<file path="src/rtl/pll_seq_pkg.sv">
package pll_seq_pkg;
  typedef enum logic [2:0] {
    ST_IDLE,
    ST_PWR_WAIT,
    ST_ISO_WAIT,
    ST_DISABLE,
    ST_LOAD,
    ST_ENABLE,
    ST_SETTLE
  } seq_state_t;

  typedef enum logic {
    JOB_BOOT,
    JOB_TUNE
  } seq_job_t;
endpackage

</file>
<file path="src/rtl/pll_seq_timer.sv">
module pll_seq_timer #(
  parameter int CNT_W = 4
) (
  input  logic             clk,
  input  logic             rst,
  input  logic             load,
  input  logic [CNT_W-1:0] load_val,
  output logic             zero
);
  logic [CNT_W-1:0] cnt;

  always_ff @(posedge clk) begin
    if (rst) cnt <= '0;
    else if (load) cnt <= load_val;
    else if (cnt != '0) cnt <= cnt - 1'b1;
  end

  assign zero = (cnt == '0);


  no_underflow_chk: assert property (@(posedge clk) disable iff (rst)
    (!load && zero) |=> zero);
endmodule

</file>
<file path="src/rtl/pll_seq_rate_cmp.sv">
module pll_seq_rate_cmp #(
  parameter int RATE_W     = 12,
  parameter int GF_MIN_MHZ = 374
) (
  input  logic [RATE_W-1:0] rate,
  output logic              fast
);
  localparam logic [RATE_W-1:0] THRESH = RATE_W'(GF_MIN_MHZ);
  assign fast = (rate >= THRESH);
endmodule

</file>
<file path="src/rtl/pll_seq_ctrl.sv">
module pll_seq_ctrl
  import pll_seq_pkg::*;
#(
  parameter int FREQ_W      = 22,
  parameter int RATE_W      = 12,
  parameter int PWR_DLY     = 30,
  parameter int ISO_DLY     = 1,
  parameter int SETTLE_DLY  = 20,
  parameter bit HAS_DIV_RST = 1'b1,
  parameter bit HAS_PARK    = 1'b1,
  parameter int GF_MIN_MHZ  = 374
) (
  input  logic              clk,
  input  logic              rst,
  input  logic              boot_req,
  input  logic              tune_req,
  input  logic [FREQ_W-1:0] freq_word_in,
  input  logic [RATE_W-1:0] rate_mhz,
  output logic              pwr_on,
  output logic              iso_on,
  output logic              pll_en,
  output logic [FREQ_W-1:0] freq_word,
  output logic              freq_chg,
  output logic              glitch_free,
  output logic              div_en,
  output logic              div_rst_n,
  output logic              mux_ref,
  output logic              busy,
  output logic              done
);
  localparam int MAX_A = (PWR_DLY > ISO_DLY) ? PWR_DLY : ISO_DLY;
  localparam int MAX_D = (MAX_A > SETTLE_DLY) ? MAX_A : SETTLE_DLY;
  localparam int CNT_W = (MAX_D < 1) ? 1 : $clog2(MAX_D + 1);

  seq_state_t        state;
  seq_job_t          job;
  logic [FREQ_W-1:0] word_q;
  logic              fast_q;
  logic              rate_fast;
  logic              tmr_load;
  logic [CNT_W-1:0]  tmr_val;
  logic              tmr_zero;

  pll_seq_rate_cmp #(.RATE_W(RATE_W), .GF_MIN_MHZ(GF_MIN_MHZ)) u_cmp (
    .rate (rate_mhz),
    .fast (rate_fast)
  );

  pll_seq_timer #(.CNT_W(CNT_W)) u_tmr (
    .clk      (clk),
    .rst      (rst),
    .load     (tmr_load),
    .load_val (tmr_val),
    .zero     (tmr_zero)
  );

  always_comb begin
    tmr_load = 1'b0;
    tmr_val  = '0;
    case (state)
      ST_IDLE: if (boot_req) begin
        tmr_load = 1'b1;
        tmr_val  = CNT_W'(PWR_DLY);
      end
      ST_PWR_WAIT: if (tmr_zero) begin
        tmr_load = 1'b1;
        tmr_val  = CNT_W'(ISO_DLY);
      end
      ST_ENABLE: begin
        tmr_load = 1'b1;
        tmr_val  = CNT_W'(SETTLE_DLY);
      end
      default: ;
    endcase
  end

  always_ff @(posedge clk) begin
    if (rst) begin
      state       <= ST_IDLE;
      job         <= JOB_BOOT;
      word_q      <= '0;
      fast_q      <= 1'b1;
      pwr_on      <= 1'b0;
      iso_on      <= 1'b1;
      pll_en      <= 1'b0;
      freq_word   <= '0;
      freq_chg    <= 1'b0;
      glitch_free <= 1'b1;
      div_en      <= 1'b0;
      div_rst_n   <= 1'b0;
      mux_ref     <= 1'b0;
      busy        <= 1'b0;
      done        <= 1'b0;
    end else begin
      freq_chg <= 1'b0;
      done     <= 1'b0;
      case (state)
        ST_IDLE: begin
          if (boot_req) begin
            job    <= JOB_BOOT;
            busy   <= 1'b1;
            pwr_on <= 1'b1;
            word_q <= freq_word_in;
            fast_q <= rate_fast;
            state  <= ST_PWR_WAIT;
          end else if (tune_req) begin
            job    <= JOB_TUNE;
            busy   <= 1'b1;
            word_q <= freq_word_in;
            fast_q <= rate_fast;
            if (HAS_PARK) mux_ref <= 1'b1;
            state  <= ST_DISABLE;
          end
        end
        ST_PWR_WAIT: if (tmr_zero) begin
          iso_on <= 1'b0;
          state  <= ST_ISO_WAIT;
        end
        ST_ISO_WAIT: if (tmr_zero) state <= ST_LOAD;
        ST_DISABLE: begin
          pll_en <= 1'b0;
          state  <= ST_LOAD;
        end
        ST_LOAD: begin
          freq_word   <= word_q;
          freq_chg    <= 1'b1;
          glitch_free <= fast_q;
          state       <= ST_ENABLE;
        end
        ST_ENABLE: begin
          pll_en <= 1'b1;
          state  <= ST_SETTLE;
        end
        ST_SETTLE: if (tmr_zero) begin
          if (job == JOB_BOOT && HAS_DIV_RST) begin
            div_en    <= 1'b1;
            div_rst_n <= 1'b1;
          end
          if (job == JOB_TUNE && HAS_PARK) mux_ref <= 1'b0;
          busy  <= 1'b0;
          done  <= 1'b1;
          state <= ST_IDLE;
        end
        default: state <= ST_IDLE;
      endcase
    end
  end


  chg_pulse_chk: assert property (@(posedge clk) disable iff (rst)
    freq_chg |=> !freq_chg);

  word_strobe_chk: assert property (@(posedge clk) disable iff (rst)
    (freq_word != $past(freq_word)) |-> freq_chg);

  done_idle_chk: assert property (@(posedge clk) disable iff (rst)
    done |-> !busy);

  iso_after_pwr_chk: assert property (@(posedge clk) disable iff (rst)
    $fell(iso_on) |-> pwr_on);

  div_after_en_chk: assert property (@(posedge clk) disable iff (rst)
    $rose(div_en) |-> (pll_en && div_rst_n));

  unpark_locked_chk: assert property (@(posedge clk) disable iff (rst)
    $fell(mux_ref) |-> pll_en);

  generate
    if (HAS_PARK) begin : g_park_chk

      park_first_chk: assert property (@(posedge clk) disable iff (rst)
        $fell(pll_en) |-> mux_ref);
    end else begin : g_nopark_chk

      never_park_chk: assert property (@(posedge clk) disable iff (rst)
        !mux_ref);
    end
  endgenerate
endmodule

</file>
<file path="config.mk">
export PLATFORM = sky130hd
export DESIGN_NAME = pll_seq_ctrl
export DESIGN_NICKNAME = d
export VERILOG_FILES = /design/src/rtl/pll_seq_pkg.sv /design/src/rtl/pll_seq_timer.sv /design/src/rtl/pll_seq_rate_cmp.sv /design/src/rtl/pll_seq_ctrl.sv
export SDC_FILE = /design/constraint.sdc
export NUM_CORES = 1
export LEC_CHECK = 0
export CORE_ASPECT_RATIO = 0.75
export CORE_UTILIZATION = 47
export CTS_CLUSTER_DIAMETER = 150
export DETAILED_ROUTE_END_ITERATION = 10
export GPL_ROUTABILITY_DRIVEN = 0
export MAX_ROUTING_LAYER = met4
export PLACE_DENSITY = 0.79
export SYNTH_ARGS = -nofsm -noshare
export SYNTH_HDL_FRONTEND = slang
export SYNTH_SLANG_ARGS = --single-unit
</file>
<file path="constraint.sdc">
create_clock -name clk -period 2.5 [get_ports clk]
set_clock_uncertainty 0.15 [all_clocks]
set_input_delay 0.625 -clock clk [delete_from_list [all_inputs] [get_ports clk]]
set_output_delay 0.625 -clock clk [all_outputs]
set_load 0.02 [all_outputs]
</file>
==> results.md, run 1 <==
- Switching share of power: 37.22%
- CTS tree: built
- RSZ-0062 raised after global routing: false
- Crit path cell chain: clkdlybuf4s50_1
- Htree depth: 3
- Post-synthesis sequential area ratio: 49.51%
- HP Class: reg -> reg
- Adder-cell share of the synthesized area: 0.9823%
- Die height: 65.76 um
- Diodes inserted: 0
- Die X-Extent: 87.01 um
- Critical path peak fanout: 3
- Critical Path RT: 1.73 ns
- DRT iter0 DRCs: 81
- Detailed route wirelength on metal3: 349 um
- FMAX: 0.4779 GHz
- First-pass GRT wire length: 9.818 mm
- Xor and xnor area share after synthesis: 0.6876%
- Max transition margin: 58.08%
- Max-cap violations: 0
- # IOs: 70
- Post-route DRC violation count: 0
- PortBufs: 68
- Leakage: 1.283 nW
- #FFs+latches synth: 63
- DR vias: 2251
- DR WL met2: 2.727 mm
- EDFF count, synth: 0
- Share of synthesized flip-flops with an asynchronous set or reset: 0%
- Core ar.: 0.005037 mm2
- Final Setup Violations: 0
- Startpoint types: flop
- # hold bufs at CTS: 0
- Top sig layer: met4
- Via/cell ratio: 5.360
- Final ANT Viol Nets: 0
- Layout area overhead: 37.57%
- Sequential share of power: 38.0%
- Post-synth cell types: 48
- Initial antenna violation count: 0
- Post-detail-place hpwl: 3.952 mm
- VDD IR-drop max: 0.9566 mV
- Net load switching power: 0.001460 W
- WL/cell: 14.29 um
- CP top delay family: buffers and inverters
- Root Buffer: clkbuf_8
- Simple-gate share of the synthesized area: 15.86%
- Setup TNS Final: 0 ns
- Mux share of post-synthesis cell area: 9.037%
- CTS resizes: 0
- Final Routed Wirelength: 6.002 mm
- DIE AREA: 0.005722 mm2
- Outcome: complete, no violations
- Grt ovf: 0
- Pint: 0.002462 W
- Crit path DAT: 1.32 ns
- Clock power frac: 24.1%
- Synth Area per Inst: 9.131 um2
- Row count: 22
- Fraction of layout cells with a size suffix above 1: 10.06%
- Number of global-route vias before repair: 2055
- Primary FF master, synth: dfxtp_1
- Largest net degree at the start of global routing: 30
- CTS Sinks: 63
- Clock buffer depth: 2
- Clock Latency Late Sink: 0.35 ns
- WP buf/inv: 1
- CP endpoint kind: primary output
- Post-CTS Setup Bufs: 0
- Wl on met1: 2.796 mm
- FILL cells: 415
- Pwr Density: 1119 mW/mm2
- Post-layout power: 0.003922 W
- Initial core utilization: 50.57%
- Post-Syn Area: 0.002547 mm2
- Fin. Hold Viols: 0
- Post-synthesis compound-gate area fraction: 18.27%
- Final min period: 2.092 ns
- Syn. warnings: 0
- TritonCTS buffer count: 9
- Slew @ Worst Pin: 0.6279 ns
- CP max-delay cell: clkdlybuf4s50_1
- Final Cycle Share: 83.69%
- Gr usage total: 23.77%
- Syn_nets: 319
- Reg clk slew, reported paths: 0.07 ns
- NumNets Final: 383
- Max incr delay on CP: 0.61 ns
- Max Transition Viols Final: 0
- Comb pwr share: 37.9%
- Worst setup path category: reg -> out
- Largest family of logic cells by synthesized area: compound AO/OA/AOI/OAI gates
- Initial DRT Pass Iterations: 5
- Cells after Synth: 279
[cells in the mapped netlist (2+ instances only)]
cell	instances	area share (%)
nand3_1	24	4.7
buf_1	3	0.44
inv_1	6	0.88
nand3b_1	2	0.59
o21ai_0	2	0.39
mux2i_1	23	9.0
buf_4	3	0.88
nor4_1	3	0.74
o211a_1	2	0.79
clkbuf_1	15	2.2
dfxtp_1	63	50
nand2_1	6	0.88
a21oi_1	30	5.9
o21ai_1	25	4.9
ha_1	2	0.98
buf_2	4	0.79
nor3_1	5	0.98
a22oi_1	3	0.88
nand2b_1	2	0.49
nor2_1	28	4.1
[layer usage]
layer	vias up	GRT usage (%)
met2	73	36.12
met4	0	9.792
met5	-	-
li1	1123	-
met3	14	8.794
met1	1041	28.54
[registers in the layout (all words and copies together), names as in the netlist]
signal	count
mux_ref	1
pwr_on	1
freq_chg	1
fast_q	1
state	3
u_tmr.cnt	5
word_q	22
job	1
busy	1
done	1
div_rst_n	1
pll_en	1
iso_on	1
glitch_free	1
freq_word	22
[worst min-delay path, stage by stage (launching register included)]
cell	delay, ns
dfxtp_1	0.32
o41ai_2	0.05
nand2_1	0.04
[final timing paths]
check	startpoint	end	slack (ns)	depth (start not counted)
min	iso_on	iso_on	0.30	2
max reg2reg	u_tmr.cnt[0]	u_tmr.cnt[1]	0.49	5
min reg2reg	iso_on	iso_on	0.30	2
max	pll_en	pll_en	0.41	1
[area by class of cell]
| type | instances | area, um2 | area share (%) |
|---|---|---|---|
| sequential | 63 | 1261 | 35.99 |
| multi-input combinational | 184 | 1155 | 32.95 |
| timing repair buffer | 79 | 758.2 | 21.64 |
| clock buffer | 12 | 165.2 | 4.713 |
| tap | 72 | 90.09 | 2.571 |
| clock inverter | 4 | 52.55 | 1.499 |
| inverter | 6 | 22.52 | 0.6426 |
[cells in the final DEF (no fill, tap or decap), types with 2 or more instances in the layout]
cell type and instances:
a21oi_1 30, nand2b_1 2, o211a_1 2, nor4_1 3
nand3_1 24, buf_4 11, nor3_1 4, nand2_1 6
mux2i_1 23, nor2_1 27, o21ai_1 25, clkdlybuf4s50_1 67
ha_1 2, nand3b_1 2, clkinvlp_4 3, a22oi_1 3
inv_1 6, o21ai_0 2, clkbuf_8 12, dfxtp_1 63
[power groups by stage]
stage	sequential (W)	combinational [W]	clock, W
after floorplan	0.00146	0.00106	0
after global placement	0.00149	0.00144	0
after detailed placement	0.00150	0.00148	0
after CTS	0.00149	0.00149	0.000959
after global routing	0.00152	0.00164	0.00101
final	0.00149	0.00149	0.000945
[through the flow]
stage | setup WS, ns | area (um2) | hold slack, ns | util [%] | cells
after floorplan | 0.6495 | 2547 | 0.2954 | - | 279
after global placement | 0.3072 | 3287 | 0.2891 | 65.25 | 404
after detailed placement | 0.2541 | 3287 | 0.2937 | 65.25 | 404
after CTS | 0.3919 | 3505 | 0.3035 | 69.57 | 420
after global routing | 0.3566 | 3505 | 0.3495 | 69.57 | 420
final | 0.4077 | 3505 | 0.2981 | 69.57 | 420
[cell families (layout without fill, tap and decap cells)]
family                   after synthesis  in the layout
AO/OA/AOI/OAI                         77             77
XOR/XNOR                               2              2
adder cells (fa/ha/maj)                2              2
buffers and inverters                 32            101
flip-flops                            63             63
multiplexers                          23             23
AND/OR/NAND/NOR                       80             80
(Power assumes the default switching activity.)
==> run 2: changes to the inputs <==
Settings changed: CORE_UTILIZATION 47 to 43, PLACE_DENSITY 0.79 to 0.77.
Clock period 2.5 ns to 1.7 ns, I/O delays scaled along.
==> results.md, run 2 (synthesis results as in run 1) <==
- Htree depth: 3 (unchanged)
- Post-route DRC violation count: 0 (unchanged)
- Root Buffer: clkbuf_8
- Fin. Hold Viols: 0 (unchanged)
- Commonest non-fill, non-tap cell in the layout: dfxtp_1
- Fraction of layout cells with a size suffix above 1: 17.57% (+7.5 points)
- Initial core utilization: 46.11% (-4.5 points)
- Max-cap violations: 0 (unchanged)
- Most frequent cells in the layout: dfxtp_1, clkdlybuf4s50_1, dlygate4sd2_1
- CTS Sinks: 63 (unchanged)
- CTS tree: built
- Gr usage total: 21.89% (-1.9 points)
- Critical path peak fanout: 7 (+4)
- Grt ovf: 0 (unchanged)
- # IOs: 70 (unchanged)
- Die X-Extent: 90.88 um (+4.4%)
- Post-detail-place hpwl: 4.196 mm (+6.2%)
- Critical Path RT: 1.77 ns (+0.04 ns)
- DR vias: 2312 (+2.7%)
- Initial antenna violation count: 0 (unchanged)
- Crit path DAT: 1.91 ns (+0.59 ns)
- DIE AREA: 0.006239 mm2 (+9.0%)
- Final Routed Wirelength: 6.412 mm (+6.8%)
- HP Class: in -> reg
- Via/cell ratio: 5.196 (-3.1%)
- Reg clk slew, reported paths: 0.07 ns (about the same)
- Clock buffer depth: 2 (unchanged)
- Seq. cell area: 0.001264 mm2 (+0.20%)
- # hold bufs at CTS: 0 (unchanged)
- First-pass GRT wire length: 10.06 mm (+2.5%)
- Startpoint types: flop
- FILL cells: 479 (+15%)
- Final ANT Viol Nets: 0 (unchanged)
- Final WS setup: -0.1366 ns (-0.5442 ns)
- Pwr Density: 1711 mW/mm2 (+53%)
- Biggest regs: freq_word x22, word_q x22, u_tmr.cnt x5
- FMAX: 0.5445 GHz
- Layout area overhead: 49.21%
- Crit path cell chain: inv_2, ha_4, or4b_4, buf_6, o41ai_4, nand2_1
- Setup slack after placement: -0.3979 ns (-0.6519 ns)
- Max incr delay on CP: 0.54 ns (-0.07 ns)
- DRT iter0 DRCs: 97 (+20%)
- Footprint of the multi-input gates: 0.001245 mm2 (+7.8%)
- VDD IR-drop max: 1.041 mV (+8.8%)
- RSZ-0062 raised after global routing: true
- Slew @ Worst Pin: 0.3094 ns (-0.3185 ns)
- Worst setup path category: reg -> reg
- Diodes inserted: 0 (unchanged)
- TritonCTS buffer count: 9 (unchanged)
- Initial DRT Pass Iterations: 4 (-1)
- Row count: 23 (+4.5%)
- Final Cycle Share: 108.0%
- Largest net degree at the start of global routing: 35 (+17%)
- NumNets Final: 405 (+5.7%)
- Final Setup Violations: 6 (+6)
- Max Transition Viols Final: 0 (unchanged)
- Number of global-route vias before repair: 2130 (+3.6%)
- Final min period: 1.837 ns
- Max transition margin: 79.37% (+21 points)
- Outcome: complete, but fails checks
- DP Area: 0.003505 mm2 (+6.6%)
- Die height: 68.66 um (+4.4%)
- WL/cell: 14.41 um (+0.83%)
- CP endpoint kind: flop
- PortBufs: 68 (unchanged)
- Clock Latency Late Sink: 0.34 ns (about the same)
- Core ar.: 0.005525 mm2 (+9.7%)
- Fin area: 0.003801 mm2 (+8.5%)
- Failing checks: negative setup slack
- Leakage: 1.573 nW (+23%)
- CP max-delay cell: or4b_4
-- run 2: changes by cell type in the layout (fill, tap and decap cells not counted), sizes merged --
| cell | change |
|---|---|
| buf | +22 |
| clkinvlp | -2 |
| clkbuf | -1 |
| bufinv | +1 |
| clkinv | +2 |
| dlygate4sd2 | +32 |
| clkdlybuf4s50 | -32 |
-- run 2: what timing repair did --
item / 4_1_cts / 5_1_grt
cloned: 0 / 0
gates resized for setup: 39 / 4
setup endpoints to repair: 37 / 10
setup buffers: 4 / 2
pin swaps: 3 / 2
-- run 2: final cells by class --
class                      instances  share of cell area, %
multi-input combinational        184                  32.75
clock buffer                      11                  3.720
inverter                           6                 0.5925
tap                               75                  2.469
clock inverter                     5                  2.140
sequential                        63                  33.25
timing repair buffer             101                  25.08
-- run 2: routing by layer --
layer	global-route usage [%]	part of all wire, %
met4	10.71	1.8
met3	5.811	4.0
met2	34.19	47
met5	-	0
met1	26.82	48
-- run 2: final timing paths --
path / start / cells past startpoint / slack [ns] / end
worst max-delay path: u_tmr.cnt[1] / 6 / -0.14 / iso_on
worst min-delay path: rst / 2 / 0.29 / pwr_on
worst max register to register: u_tmr.cnt[1] / 6 / -0.14 / iso_on
worst min register to register: pwr_on / 2 / 0.31 / pwr_on
-- run 2: per-stage QoR --
stage               hold slack, ns  utilization [%]  cells  total power, W  TNS (ns)
floorplan                   0.2954                -    279        0.003791         0
global placement            0.2980            63.43    423        0.004737    -4.513
detailed placement          0.3091            63.43    423        0.004810    -5.058
CTS                         0.2745            68.09    443        0.006409   -0.2684
global route                0.2950            68.80    445        0.006895   -0.7311
finish                      0.2907            68.80    445        0.006505   -0.4251
-- run 2: report_power, final --
part           switching, W  internal (W)  leakage, nW  total [W]
logic               0.00156       0.00142        0.949    0.00299
clock network      0.000582      0.000865        0.110    0.00145
registers          0.000229       0.00184        0.515    0.00207
-- run 2: critical path: cells and delay by family (launching register included) --
kind / cells / cell delay [ns]
compound gates: 1 / 0.22
buf+inv: 2 / 0.23
flops: 1 / 0.33
simple gates: 2 / 0.65
fa+ha+maj: 1 / 0.13
